### src/rtl/fnd_pkg.sv
// Package fnd_pkg
// Shared widths and the configuration record used by the fractional-N
// feedback divider. Assumes the field widths below match the programming
// side that drives the configuration inputs.
package fnd_pkg;

    localparam int N_W      = 16;            // integer divide value width
    localparam int FM_W     = 12;            // fraction / modulus width
    localparam int OD_W     = 3;             // output divider exponent width
    localparam int CAP_LOG2 = 4;             // cap of output divider in loop (2^4 = 16)
    localparam int SCALE_W  = CAP_LOG2 + 1;  // width of the scale factor
    localparam int EFF_W    = N_W + CAP_LOG2;// width of N times the scale

    // One stored configuration, already reduced to its effective mode.
    typedef struct packed {
        logic [N_W-1:0]  n;
        logic [FM_W-1:0] f;
        logic [FM_W-1:0] m;
        logic            int_eff;
        logic [OD_W-1:0] odiv;
        logic            fb_bypass;
    } fnd_cfg_t;

endpackage

### src/rtl/fnd_cfg_check.sv
// Module fnd_cfg_check
// Purely combinational range check of a presented configuration. It also
// resolves the effective mode: integer when requested, or when the fraction
// is zero and the automatic switch is enabled. F and M are not examined in
// effective integer mode. Assumes inputs are stable within a cycle.
module fnd_cfg_check #(
    parameter int N_W        = 16,
    parameter int FM_W       = 12,
    parameter int INT_N_MIN  = 16,
    parameter int FRAC_N_MIN = 19,
    parameter int FRAC_N_MAX = 4091,
    parameter int M_MIN      = 2
) (
    input  logic [N_W-1:0]  n,
    input  logic [FM_W-1:0] f,
    input  logic [FM_W-1:0] m,
    input  logic            int_req,
    input  logic            auto_int,
    output logic            int_eff,
    output logic            valid
);

    logic f_zero;
    logic n_ok;
    logic fm_ok;

    // Resolve mode, then test each field against the bounds of that mode.
    always_comb begin
        f_zero  = (f == '0);
        int_eff = int_req | (auto_int & f_zero);
        if (int_eff) begin
            n_ok  = (n >= N_W'(INT_N_MIN));
            fm_ok = 1'b1;
        end else begin
            n_ok  = (n >= N_W'(FRAC_N_MIN)) && (n <= N_W'(FRAC_N_MAX));
            fm_ok = (m >= FM_W'(M_MIN)) && (f < m);
        end
        valid = n_ok & fm_ok;
    end

endmodule

### src/rtl/fnd_frac_accum.sv
// Module fnd_frac_accum
// First-order fraction accumulator. It offers a carry for the period about
// to start and advances once per period (step). A stale accumulator value at
// or above a newly loaded modulus is treated as zero, so one subtraction
// always suffices. Assumes f < m whenever int_eff is low (checked upstream).
module fnd_frac_accum #(
    parameter int FM_W = 12
) (
    input  logic            clk,
    input  logic            rst_n,
    input  logic            hold,
    input  logic            step,
    input  logic            int_eff,
    input  logic [FM_W-1:0] f,
    input  logic [FM_W-1:0] m,
    output logic            carry,
    output logic [FM_W-1:0] acc_q
);

    logic [FM_W-1:0] acc_base;
    logic [FM_W:0]   sum;
    logic [FM_W:0]   diff;
    logic [FM_W-1:0] acc_next;

    // Next accumulator value and the wrap that lengthens this period.
    always_comb begin
        acc_base = (acc_q >= m) ? '0 : acc_q;
        sum      = {1'b0, acc_base} + {1'b0, f};
        diff     = sum - {1'b0, m};
        carry    = !int_eff && (sum >= {1'b0, m});
        acc_next = carry ? diff[FM_W-1:0] : sum[FM_W-1:0];
    end

    // Accumulator register: cleared on reset, hold or integer periods.
    always_ff @(posedge clk) begin
        if (!rst_n) begin
            acc_q <= '0;
        end else if (hold) begin
            acc_q <= '0;
        end else if (step) begin
            acc_q <= int_eff ? '0 : acc_next;
        end
    end

    // after a fractional step the residue is below the modulus used.
    p_step_residue_r3: assert property (@(posedge clk) disable iff (!rst_n)
        (step && !hold && !int_eff) |=> (acc_q < $past(m)));

endmodule

### src/rtl/fnd_period_counter.sv
// Module fnd_period_counter
// Down-counter that times one output period. A count of zero marks the
// boundary: the next length (n plus an optional extra cycle) is loaded and
// a one-cycle pulse follows. Hold keeps the count at zero and the pulse
// low, so the first edge after hold releases is a boundary.
module fnd_period_counter #(
    parameter int N_W = 16
) (
    input  logic           clk,
    input  logic           rst_n,
    input  logic           hold,
    input  logic [N_W-1:0] n_len,
    input  logic           add_one,
    output logic           boundary,
    output logic           div_pulse
);

    localparam int CW = N_W + 1;

    logic [CW-1:0] cnt;
    logic [CW-1:0] len;

    // Boundary detect and length of the period about to start.
    always_comb begin
        boundary = (cnt == '0);
        len      = {1'b0, n_len} + {{N_W{1'b0}}, add_one};
    end

    // Count register and registered boundary pulse.
    always_ff @(posedge clk) begin
        if (!rst_n) begin
            cnt       <= '0;
            div_pulse <= 1'b0;
        end else if (hold) begin
            cnt       <= '0;
            div_pulse <= 1'b0;
        end else begin
            div_pulse <= boundary;
            if (boundary) begin
                cnt <= len - CW'(1);
            end else begin
                cnt <= cnt - CW'(1);
            end
        end
    end

    // between boundaries the count only steps down, never reloads.
    p_no_midload_r7: assert property (@(posedge clk) disable iff (!rst_n)
        (!hold && cnt != '0) |=> (cnt == $past(cnt) - CW'(1)));

endmodule

### src/rtl/fnd_fb_scale.sv
// Module fnd_fb_scale
// Works out how the output divider scales the loop ratio: bypassed gives 1,
// otherwise 2^odiv limited to 2^CAP_LOG2. Also forms N times that factor.
// A generate branch drops the clamp when the cap cannot be exceeded.
module fnd_fb_scale #(
    parameter int N_W      = 16,
    parameter int OD_W     = 3,
    parameter int CAP_LOG2 = 4
) (
    input  logic [N_W-1:0]        n,
    input  logic [OD_W-1:0]       odiv,
    input  logic                  fb_bypass,
    output logic [CAP_LOG2:0]     scale,
    output logic [N_W+CAP_LOG2-1:0] eff_int
);

    localparam int OD_MAX = (1 << OD_W) - 1;

    logic [OD_W-1:0] sh_raw;
    logic [OD_W-1:0] sh;

    // Shift before capping: zero when the output divider is out of the loop.
    always_comb begin
        sh_raw = fb_bypass ? '0 : odiv;
    end

    generate
        if (CAP_LOG2 >= OD_MAX) begin : g_no_cap
            // Cap unreachable: use the exponent as is.
            always_comb begin
                sh = sh_raw;
            end
        end else begin : g_cap
            // Limit the exponent to the cap.
            always_comb begin
                sh = (sh_raw > OD_W'(CAP_LOG2)) ? OD_W'(CAP_LOG2) : sh_raw;
            end
        end
    endgenerate

    // Scale factor and scaled integer ratio.
    always_comb begin
        scale   = (CAP_LOG2+1)'(1) << sh;
        eff_int = (N_W+CAP_LOG2)'(n) << sh;
    end

endmodule

### src/rtl/fracn_fb_divider.sv
// Module fracn_fb_divider
// Top of the fractional-N feedback divider. Presented configurations are
// range checked every cycle; valid ones go into a staging register, which is
// copied to the loaded register at each period boundary. The period counter
// and accumulator read the staging register at that same boundary, so a
// change never alters a period in progress. Assumes a single clock domain.
module fracn_fb_divider
    import fnd_pkg::*;
#(
    parameter int INT_N_MIN  = 16,
    parameter int FRAC_N_MIN = 19,
    parameter int FRAC_N_MAX = 4091,
    parameter int M_MIN      = 2
) (
    input  logic               clk,
    input  logic               rst_n,
    input  logic               hold,
    input  logic [N_W-1:0]     cfg_n,
    input  logic [FM_W-1:0]    cfg_f,
    input  logic [FM_W-1:0]    cfg_m,
    input  logic               cfg_int,
    input  logic               cfg_auto_int,
    input  logic [OD_W-1:0]    cfg_odiv,
    input  logic               cfg_fb_bypass,
    output logic               div_pulse,
    output logic               cfg_err,
    output logic               int_active,
    output logic [SCALE_W-1:0] fb_scale,
    output logic [EFF_W-1:0]   eff_int
);

    localparam fnd_cfg_t DEF_CFG = '{
        n:         N_W'(INT_N_MIN),
        f:         '0,
        m:         FM_W'(M_MIN),
        int_eff:   1'b1,
        odiv:      '0,
        fb_bypass: 1'b0
    };

    logic            in_int_eff;
    logic            in_valid;
    fnd_cfg_t        staged;
    fnd_cfg_t        loaded;
    logic            boundary;
    logic            step;
    logic            carry;
    logic [FM_W-1:0] acc_q;

    fnd_cfg_check #(
        .N_W        (N_W),
        .FM_W       (FM_W),
        .INT_N_MIN  (INT_N_MIN),
        .FRAC_N_MIN (FRAC_N_MIN),
        .FRAC_N_MAX (FRAC_N_MAX),
        .M_MIN      (M_MIN)
    ) u_check (
        .n        (cfg_n),
        .f        (cfg_f),
        .m        (cfg_m),
        .int_req  (cfg_int),
        .auto_int (cfg_auto_int),
        .int_eff  (in_int_eff),
        .valid    (in_valid)
    );

    // Staging register: keeps the most recent valid configuration.
    always_ff @(posedge clk) begin
        if (!rst_n) begin
            staged <= DEF_CFG;
        end else if (in_valid) begin
            staged <= '{
                n:         cfg_n,
                f:         cfg_f,
                m:         cfg_m,
                int_eff:   in_int_eff,
                odiv:      cfg_odiv,
                fb_bypass: cfg_fb_bypass
            };
        end
    end

    // Error flag: reflects the check of the previous cycle's inputs.
    always_ff @(posedge clk) begin
        if (!rst_n) begin
            cfg_err <= 1'b0;
        end else begin
            cfg_err <= !in_valid;
        end
    end

    // A period starts at a boundary only when not held.
    always_comb begin
        step = boundary & ~hold;
    end

    fnd_frac_accum #(
        .FM_W (FM_W)
    ) u_accum (
        .clk     (clk),
        .rst_n   (rst_n),
        .hold    (hold),
        .step    (step),
        .int_eff (staged.int_eff),
        .f       (staged.f),
        .m       (staged.m),
        .carry   (carry),
        .acc_q   (acc_q)
    );

    fnd_period_counter #(
        .N_W (N_W)
    ) u_counter (
        .clk       (clk),
        .rst_n     (rst_n),
        .hold      (hold),
        .n_len     (staged.n),
        .add_one   (carry),
        .boundary  (boundary),
        .div_pulse (div_pulse)
    );

    // Loaded register: the configuration governing the current period.
    always_ff @(posedge clk) begin
        if (!rst_n) begin
            loaded <= DEF_CFG;
        end else if (step) begin
            loaded <= staged;
        end
    end

    fnd_fb_scale #(
        .N_W      (N_W),
        .OD_W     (OD_W),
        .CAP_LOG2 (CAP_LOG2)
    ) u_scale (
        .n         (loaded.n),
        .odiv      (loaded.odiv),
        .fb_bypass (loaded.fb_bypass),
        .scale     (fb_scale),
        .eff_int   (eff_int)
    );

    // Mode of the loaded configuration, for the outside.
    always_comb begin
        int_active = loaded.int_eff;
    end

    // a rejected configuration leaves the staged one untouched.
    p_reject_keeps_r6: assert property (@(posedge clk) disable iff (!rst_n)
        (!in_valid) |=> $stable(staged));

    // no pulse follows a cycle in which hold was sampled high.
    p_hold_quiet_r8: assert property (@(posedge clk) disable iff (!rst_n)
        hold |=> !div_pulse);

    // every period is at least two cycles, so pulses never touch.
    p_pulse_single_r2: assert property (@(posedge clk) disable iff (!rst_n)
        div_pulse |=> !div_pulse);

    // in a fractional period the residue is below the loaded modulus.
    p_acc_in_range_r3: assert property (@(posedge clk) disable iff (!rst_n)
        (!loaded.int_eff) |-> (acc_q < loaded.m));

    // the scale is one power of two no larger than the cap.
    p_scale_pow2_r9: assert property (@(posedge clk) disable iff (!rst_n)
        ($countones(fb_scale) == 1) && (fb_scale <= SCALE_W'(1 << CAP_LOG2)));

endmodule

### config.mk
export PLATFORM = sky130hd
export DESIGN_NAME = fracn_fb_divider
export DESIGN_NICKNAME = d
export VERILOG_FILES = /design/src/rtl/fnd_pkg.sv /design/src/rtl/fnd_cfg_check.sv /design/src/rtl/fnd_frac_accum.sv /design/src/rtl/fnd_period_counter.sv /design/src/rtl/fnd_fb_scale.sv /design/src/rtl/fracn_fb_divider.sv
export SDC_FILE = /design/constraint.sdc
export NUM_CORES = 1
export LEC_CHECK = 0
export BUFFER_PORTS_ARGS = -buffer_cell sky130_fd_sc_hd__buf_2
export CAP_MARGIN = 20
export CORE_MARGIN = 2
export CORE_UTILIZATION = 35
export DETAILED_ROUTE_END_ITERATION = 10
export HOLD_SLACK_MARGIN = 0.05
export PLACE_DENSITY = 0.55
export SETUP_SLACK_MARGIN = 0.4
export SYNTH_ARGS = -nofsm -noshare
export SYNTH_HDL_FRONTEND = slang
export SYNTH_SLANG_ARGS = --single-unit
### constraint.sdc
create_clock -name clk -period 6.4 [get_ports clk]
set_input_delay 0 -clock clk [delete_from_list [all_inputs] [get_ports clk]]
set_output_delay 0 -clock clk [all_outputs]
set_load 0.02 [all_outputs]
# After elaboration in Yosys (flattened, before gate mapping)
# Cells that the tools add are included.
# classes
n_addsub	5
order_cmp	8
shift	2
muxes	8
n_bitwise	6
reduce_logical	8
# op_table
op	n
$mux 12	3
$sub 17x1->17 const B	2
$ge 16x5->1 const B	2
$shl 16x3->20	1
$add 16x1->17	1
$logic_not 17->1	1
$mux 17	1
$le 16x12->1 const B	1
$add 12x12->13	1
$ge 13x12->1	1
$ge 12x12->1	1
$ge 12x2->1 const B	1
$logic_not 12->1	1
$lt 12x12->1	1
$sub 12x12->12	1
$mux 3	2
$shl 1x3->5 const A	1
$and 1x1->1	3
$gt 3x3->1 const B	1
$logic_and 1x1->1	3
$logic_not 1->1	2
$mux 1	2
$not 1->1	2
$reduce_or 2->1	1
$or 1x1->1	1
# word_totals
reg_bits	97
elab_cells	51

# Logic depth before layout (Yosys ltp)
# depth
ltp_word	8
ltp_mapped	38
ltp_nobuf	36

# Hierarchy
# Synthesis repeated with hierarchy kept, for this count alone.
# unflattened
cells_unflattened	782
hier_area_um2	7044.3
# by_module_without_submodules
module	n_inst	cells_per_inst	area_per_inst_um2
fracn_fb_divider	1	239	2658.8
fnd_frac_accum	1	241	1948.1
fnd_period_counter	1	146	1272.5
fnd_fb_scale	1	97	734.5
fnd_cfg_check	1	59	430.4

# Least setup slack after synthesis
# Ideal clock, no wire load.
# synth_path
path_type	flip-flop to flip-flop
from	reg u_accum.acc_q[0]
to	reg u_counter.cnt[14]
setup_ps	86
arrival_time_ps	6756
required_ps	6314
setup_slack_ps	-442
stages_incl_launch_ff	37
n_path_buf	2
synth_period_minus_slack_ps	6842
path_cell_list	dfxtp_1 inv_1 ha_1 nand2b_1 a21o_1 a21o_1 a21oi_1 nor2b_1 o21ai_0 a21oi_1 clkbuf_1 nor3_1 ha_1 inv_1 fa_1 nor2b_1 o31a_1 o221ai_1 a21oi_1 a21oi_1 xnor2_1 ha_1 clkbuf_1 a211o_1 o41ai_1 a211o_1 a21oi_1 inv_1 ha_1 ha_1 nand4b_1 or3_1 or3_1 nor3_1 nand2_1 xor2_1 a211oi_1
# synth_between
elab_chain_cells	8
# synth_rtl
item	line	rtl
from (decl)	fnd_frac_accum.sv:17	output logic [FM_W-1:0] acc_q
from (signal assigned)	fnd_frac_accum.sv:41	acc_q <= int_eff ? '0 : acc_next;
$ge 12x12->1	fnd_frac_accum.sv:27	acc_base = (acc_q >= m) ? '0 : acc_q;
$mux 12 *	fnd_frac_accum.sv:27	
$add 12x12->13 *	fnd_frac_accum.sv:28	sum = {1'b0, acc_base} + {1'b0, f};
$ge 13x12->1 *	fnd_frac_accum.sv:30	carry = !int_eff && (sum >= {1'b0, m});
$logic_and 1x1->1 *	fnd_frac_accum.sv:30	
$add 16x1->17 *	fnd_period_counter.sv:26	len = {1'b0, n_len} + {{N_W{1'b0}}, add_one};
$sub 17x1->17 *	fnd_period_counter.sv:40	cnt <= len - CW'(1);
$mux 17 *	fnd_period_counter.sv:39	if (boundary) begin
to (signal assigned)	fnd_period_counter.sv:40	
to (signal assigned)	fnd_period_counter.sv:42	cnt <= cnt - CW'(1);
to (decl)	fnd_period_counter.sv:20	logic [CW-1:0] cnt;
# Mark *: on every way between the ends. The rest lies on a longest branch, timed or not.
# A chain may end at the register's enable or synchronous reset.

# Final worst setup path
# Ends and elaborated chain as after synthesis.

==> results.json <==
{
  "status": "completed",
  "initial_core_util_pct": 35.5,
  "area_delta_synth_final_pct": 29.8,
  "final_nets": 1082,
  "p_leak_nw": 3.77,
  "worstHoldPathCells": 4,
  "track_usage_pct": 18.9,
  "dp.final_hpwl_um": 13900,
  "portBuffers": 76,
  "swShare_pct": 38.5,
  "cts_buffers": 9,
  "combPwrFrac_pct": 40.0,
  "endpoint_kind": "register",
  "syn_area_mm2": 0.00660,
  "start_kind": "register",
  "rsz0062_at_grt": "true",
  "grt_first_pass_wirelength_um": 30200,
  "worst_slew_margin_rel_pct": 28.7,
  "async_reset_ff_share_pct": 0,
  "whs_endpoint": "cfg_err",
  "tightest_slew_ns": 1.06,
  "first_pass_iters": 4,
  "grt_max_degree": 91,
  "synth_cells": 834,
  "r2r_start": "u_accum.acc_q[0]",
  "die_h_um": 141,
  "num_vias": 6329,
  "min_period_ns": 6.21,
  "max_freq_mhz": 161,
  "avgViaCountPerCell": 5.19,
  "r2r_end": "u_counter.cnt[14]",
  "hold_viol_final": 0,
  "avgSynthCellArea_um2": 7.91,
  "route.detailed.drc": 0,
  "p_per_area_mw_per_mm2": 259,
  "hold_class": "in -> reg",
  "seq_area_frac_synth_pct": 29.4,
  "post-route-period-util_pct": 97.1,
  "cp.arrival_ns": 6.48,
  "clkPwrFrac_pct": 25.9,
  "drv_slew": 0,
  "placed_cells": 1124,
  "rrSetupSlack_ns": 0.19,
  "max_stage_delay_ns": 0.39,
  "hp-start": "cfg_int",
  "critPathSlowestCell": "or3b_4",
  "fin_hold_ws_ns": 0.155,
  "synth_edf_count": 0,
  "gr-total-overflow": 0,
  "antenna_found_initial": 0,
  "synthFlopType": "dfxtp_1",
  "fin_ws_ns": 0.186,
  "gp_congestion": 0.866,
  "fp.dieW_um": 141,
  "num_io_pins": 77,
  "pwr-share-seq_pct": 34.1,
  "synth.distinct_cells": 63,
  "wl_um": 18700,
  "crit_required_ns": 6.66,
  "rows": 50,
  "core_mm2": 0.0186,
  "drive_gt1_share_pct": 19.2,
  "tritoncts": "built",
  "route.detailed.wl_per_inst_um": 15.3,
  "final_cells": 1220,
  "final-setup-viol-count": 0,
  "ir_worst_vdd_mv": 0.141,
  "antenna_cells": 0,
  "grt_pass1_vias": 5981,
  "htreeDepth": 3,
  "clk_latency_ns": 0.36,
  "crit_type": "reg -> reg",
  "synth_nets": 935,
  "reg2reg_depth": 34,
  "finClkSkew_ns": 0.0105,
  "clk_pin_slew_ns": 0.07,
  "dieArea_mm2": 0.0200,
  "ant_nets": 0,
  "clk_path_buf_depth": 2,
  "power.internal_mw": 1.36,
  "cp_max_fo": 6,
  "yosysWarnings": 0,
  "cts.sinks": 97,
  "synth-seq-cells": 97,
  "root_buffer": "clkbuf_16",
  "netSwitchingPower_mw": 0.853,
  "cap_violations": 0,
  "drt_iter0_drc": 390,
  "pre_cts_slack_ns": -0.00279
}
[worst max-delay path: cells and delay by family (launching register included)]
family                     cells  cell delay, ns
AOI/OAI and AO/OA             14            2.28
xor gates and xnor gates       2            0.29
adders and majority gates      5            1.12
buffers and inverters          2            0.14
DFF                            1            0.32
and+or+nand+nor               11            2.00
[routing by layer]
| metal | vias to the layer above | GRT usage (%) | routed length (um) |
|---|---|---|---|
| li1 | 3198 | - | - |
| met1 | 2975 | 24.7 | 8760 |
| met2 | 129 | 31.8 | 8850 |
| met3 | 27 | 3.91 | 781 |
| met4 | 0 | 5.00 | 312 |
| met5 | - | 0 | 0 |
[power by group through the flow]
| stage | sequential (mW) | combinational (mW) | clock [mW] |
|---|---|---|---|
| floorplan | 0.750 | 0.627 | 0 |
| global placement | 0.768 | 0.834 | 0 |
| detailed placement | 0.769 | 0.832 | 0 |
| CTS | 0.756 | 0.875 | 0.592 |
| global route | 0.767 | 0.980 | 0.618 |
| finish | 0.756 | 0.886 | 0.573 |
[kinds of logic (layout without fill, tap and decap cells)]
group,after synthesis,after routing,share of synthesized area [%]
DFF,97,97,29.4
AOI/OAI and AO/OA,151,151,15.2
adders and majority gates,52,52,10.1
muxes,69,69,10.5
buffers and inverters,80,232,4.76
xor gates and xnor gates,41,41,5.44
and+or+nand+nor,344,344,24.5
[metrics by stage]
stage / setup TNS, ns / cell area [um2] / total power, mW / utilization (%)
after global routing: -0.396 / 8560 / 2.37 / 46.1
after CTS: 0 / 8430 / 2.22 / 45.4
after global placement: 0 / 7360 / 1.60 / 39.6
after detailed placement: -0.00279 / 7360 / 1.60 / 39.6
final: 0 / 8560 / 2.21 / 46.1
after floorplan: 0 / 6700 / 1.38 / -
[Yosys cell counts (3+ instances only)]
cell,n,share of area [%]
o211ai_1,3,0.34
ha_1,50,9.5
a21oi_1,30,2.3
nor3_1,20,1.5
o21ai_0,34,2.6
nand2b_1,9,0.85
and2_1,5,0.47
nor3b_1,13,1.5
nand4_1,6,0.57
a211o_1,4,0.53
a41oi_1,3,0.40
o31ai_1,3,0.34
nand3b_1,3,0.34
buf_2,5,0.38
a211oi_1,20,2.3
mux2i_1,67,10
or3_1,7,0.66
dfxtp_1,97,29
nor4b_1,3,0.40
a31oi_1,3,0.28
nand2_1,179,10
nor2b_1,7,0.66
xor2_1,14,1.9
nor2_1,61,3.5
nor4_1,9,0.85
a21boi_0,21,2.4
clkbuf_1,33,1.9
inv_1,40,2.3
nand3_1,4,0.30
xnor2_1,27,3.6
a21o_1,10,1.1
o21a_1,4,0.46
[worst max-delay path by stage]
stage | from | endpoint | cells past startpoint
6_report | u_accum.acc_q[0] | u_counter.cnt[14] | 34
5_1_grt | u_accum.acc_q[0] | u_counter.cnt[14] | 34
4_1_cts | u_accum.acc_q[0] | u_counter.cnt[15] | 34
3_5_place_dp | u_accum.acc_q[0] | u_counter.cnt[14] | 32
3_3_place_gp | u_accum.acc_q[0] | u_counter.cnt[14] | 34
2_1_floorplan | u_accum.acc_q[0] | u_counter.cnt[14] | 36
[timing repair]
action,CTS,global route
hold buffers,57,0
resized for setup,11,19
pin swaps,11,11
endpoints found under the setup margin,8,11
buffers inserted,17,6
hold endpoints to repair,51,0
[flip-flops by register name, summed over array words and instances (netlist names)]
register             count
cfg_err                  1
staged                  45
u_counter.cnt           17
loaded                  20
int_active               1
u_accum.acc_q           12
u_counter.div_pulse      1
[cell usage in the layout (no fill, tap or decap), drive strengths merged, types with 3 or more instances in the layout]
cell         count
or3              8
nand4            6
o211ai           3
o21a             4
a21o            10
a211o            4
a41oi            3
dfxtp           97
dlygate4sd3     57
o31ai            3
clkbuf           9
mux2i           67
nand2          179
a31oi            3
buf            119
and2             6
nor3            22
nor4            12
nand3b           4
nor4b            3
nor2            61
inv             43
xnor2           27
a21boi          21
nor3b           13
ha              50
a211oi          21
nand3            4
xor2            14
nor2b            7
nand2b          10
a21oi           30
o21ai           35
[layout make-up]
type	count	area, um2
clock inverters	7	83.8
repair buffers	176	1310
multi-input cells	657	4560
inverters	40	150
clock buffers	9	225
flip-flops and latches	97	1950
well taps	234	293
fillers	1797	10000
No activity file was read; power rests on OpenSTA's default activity.
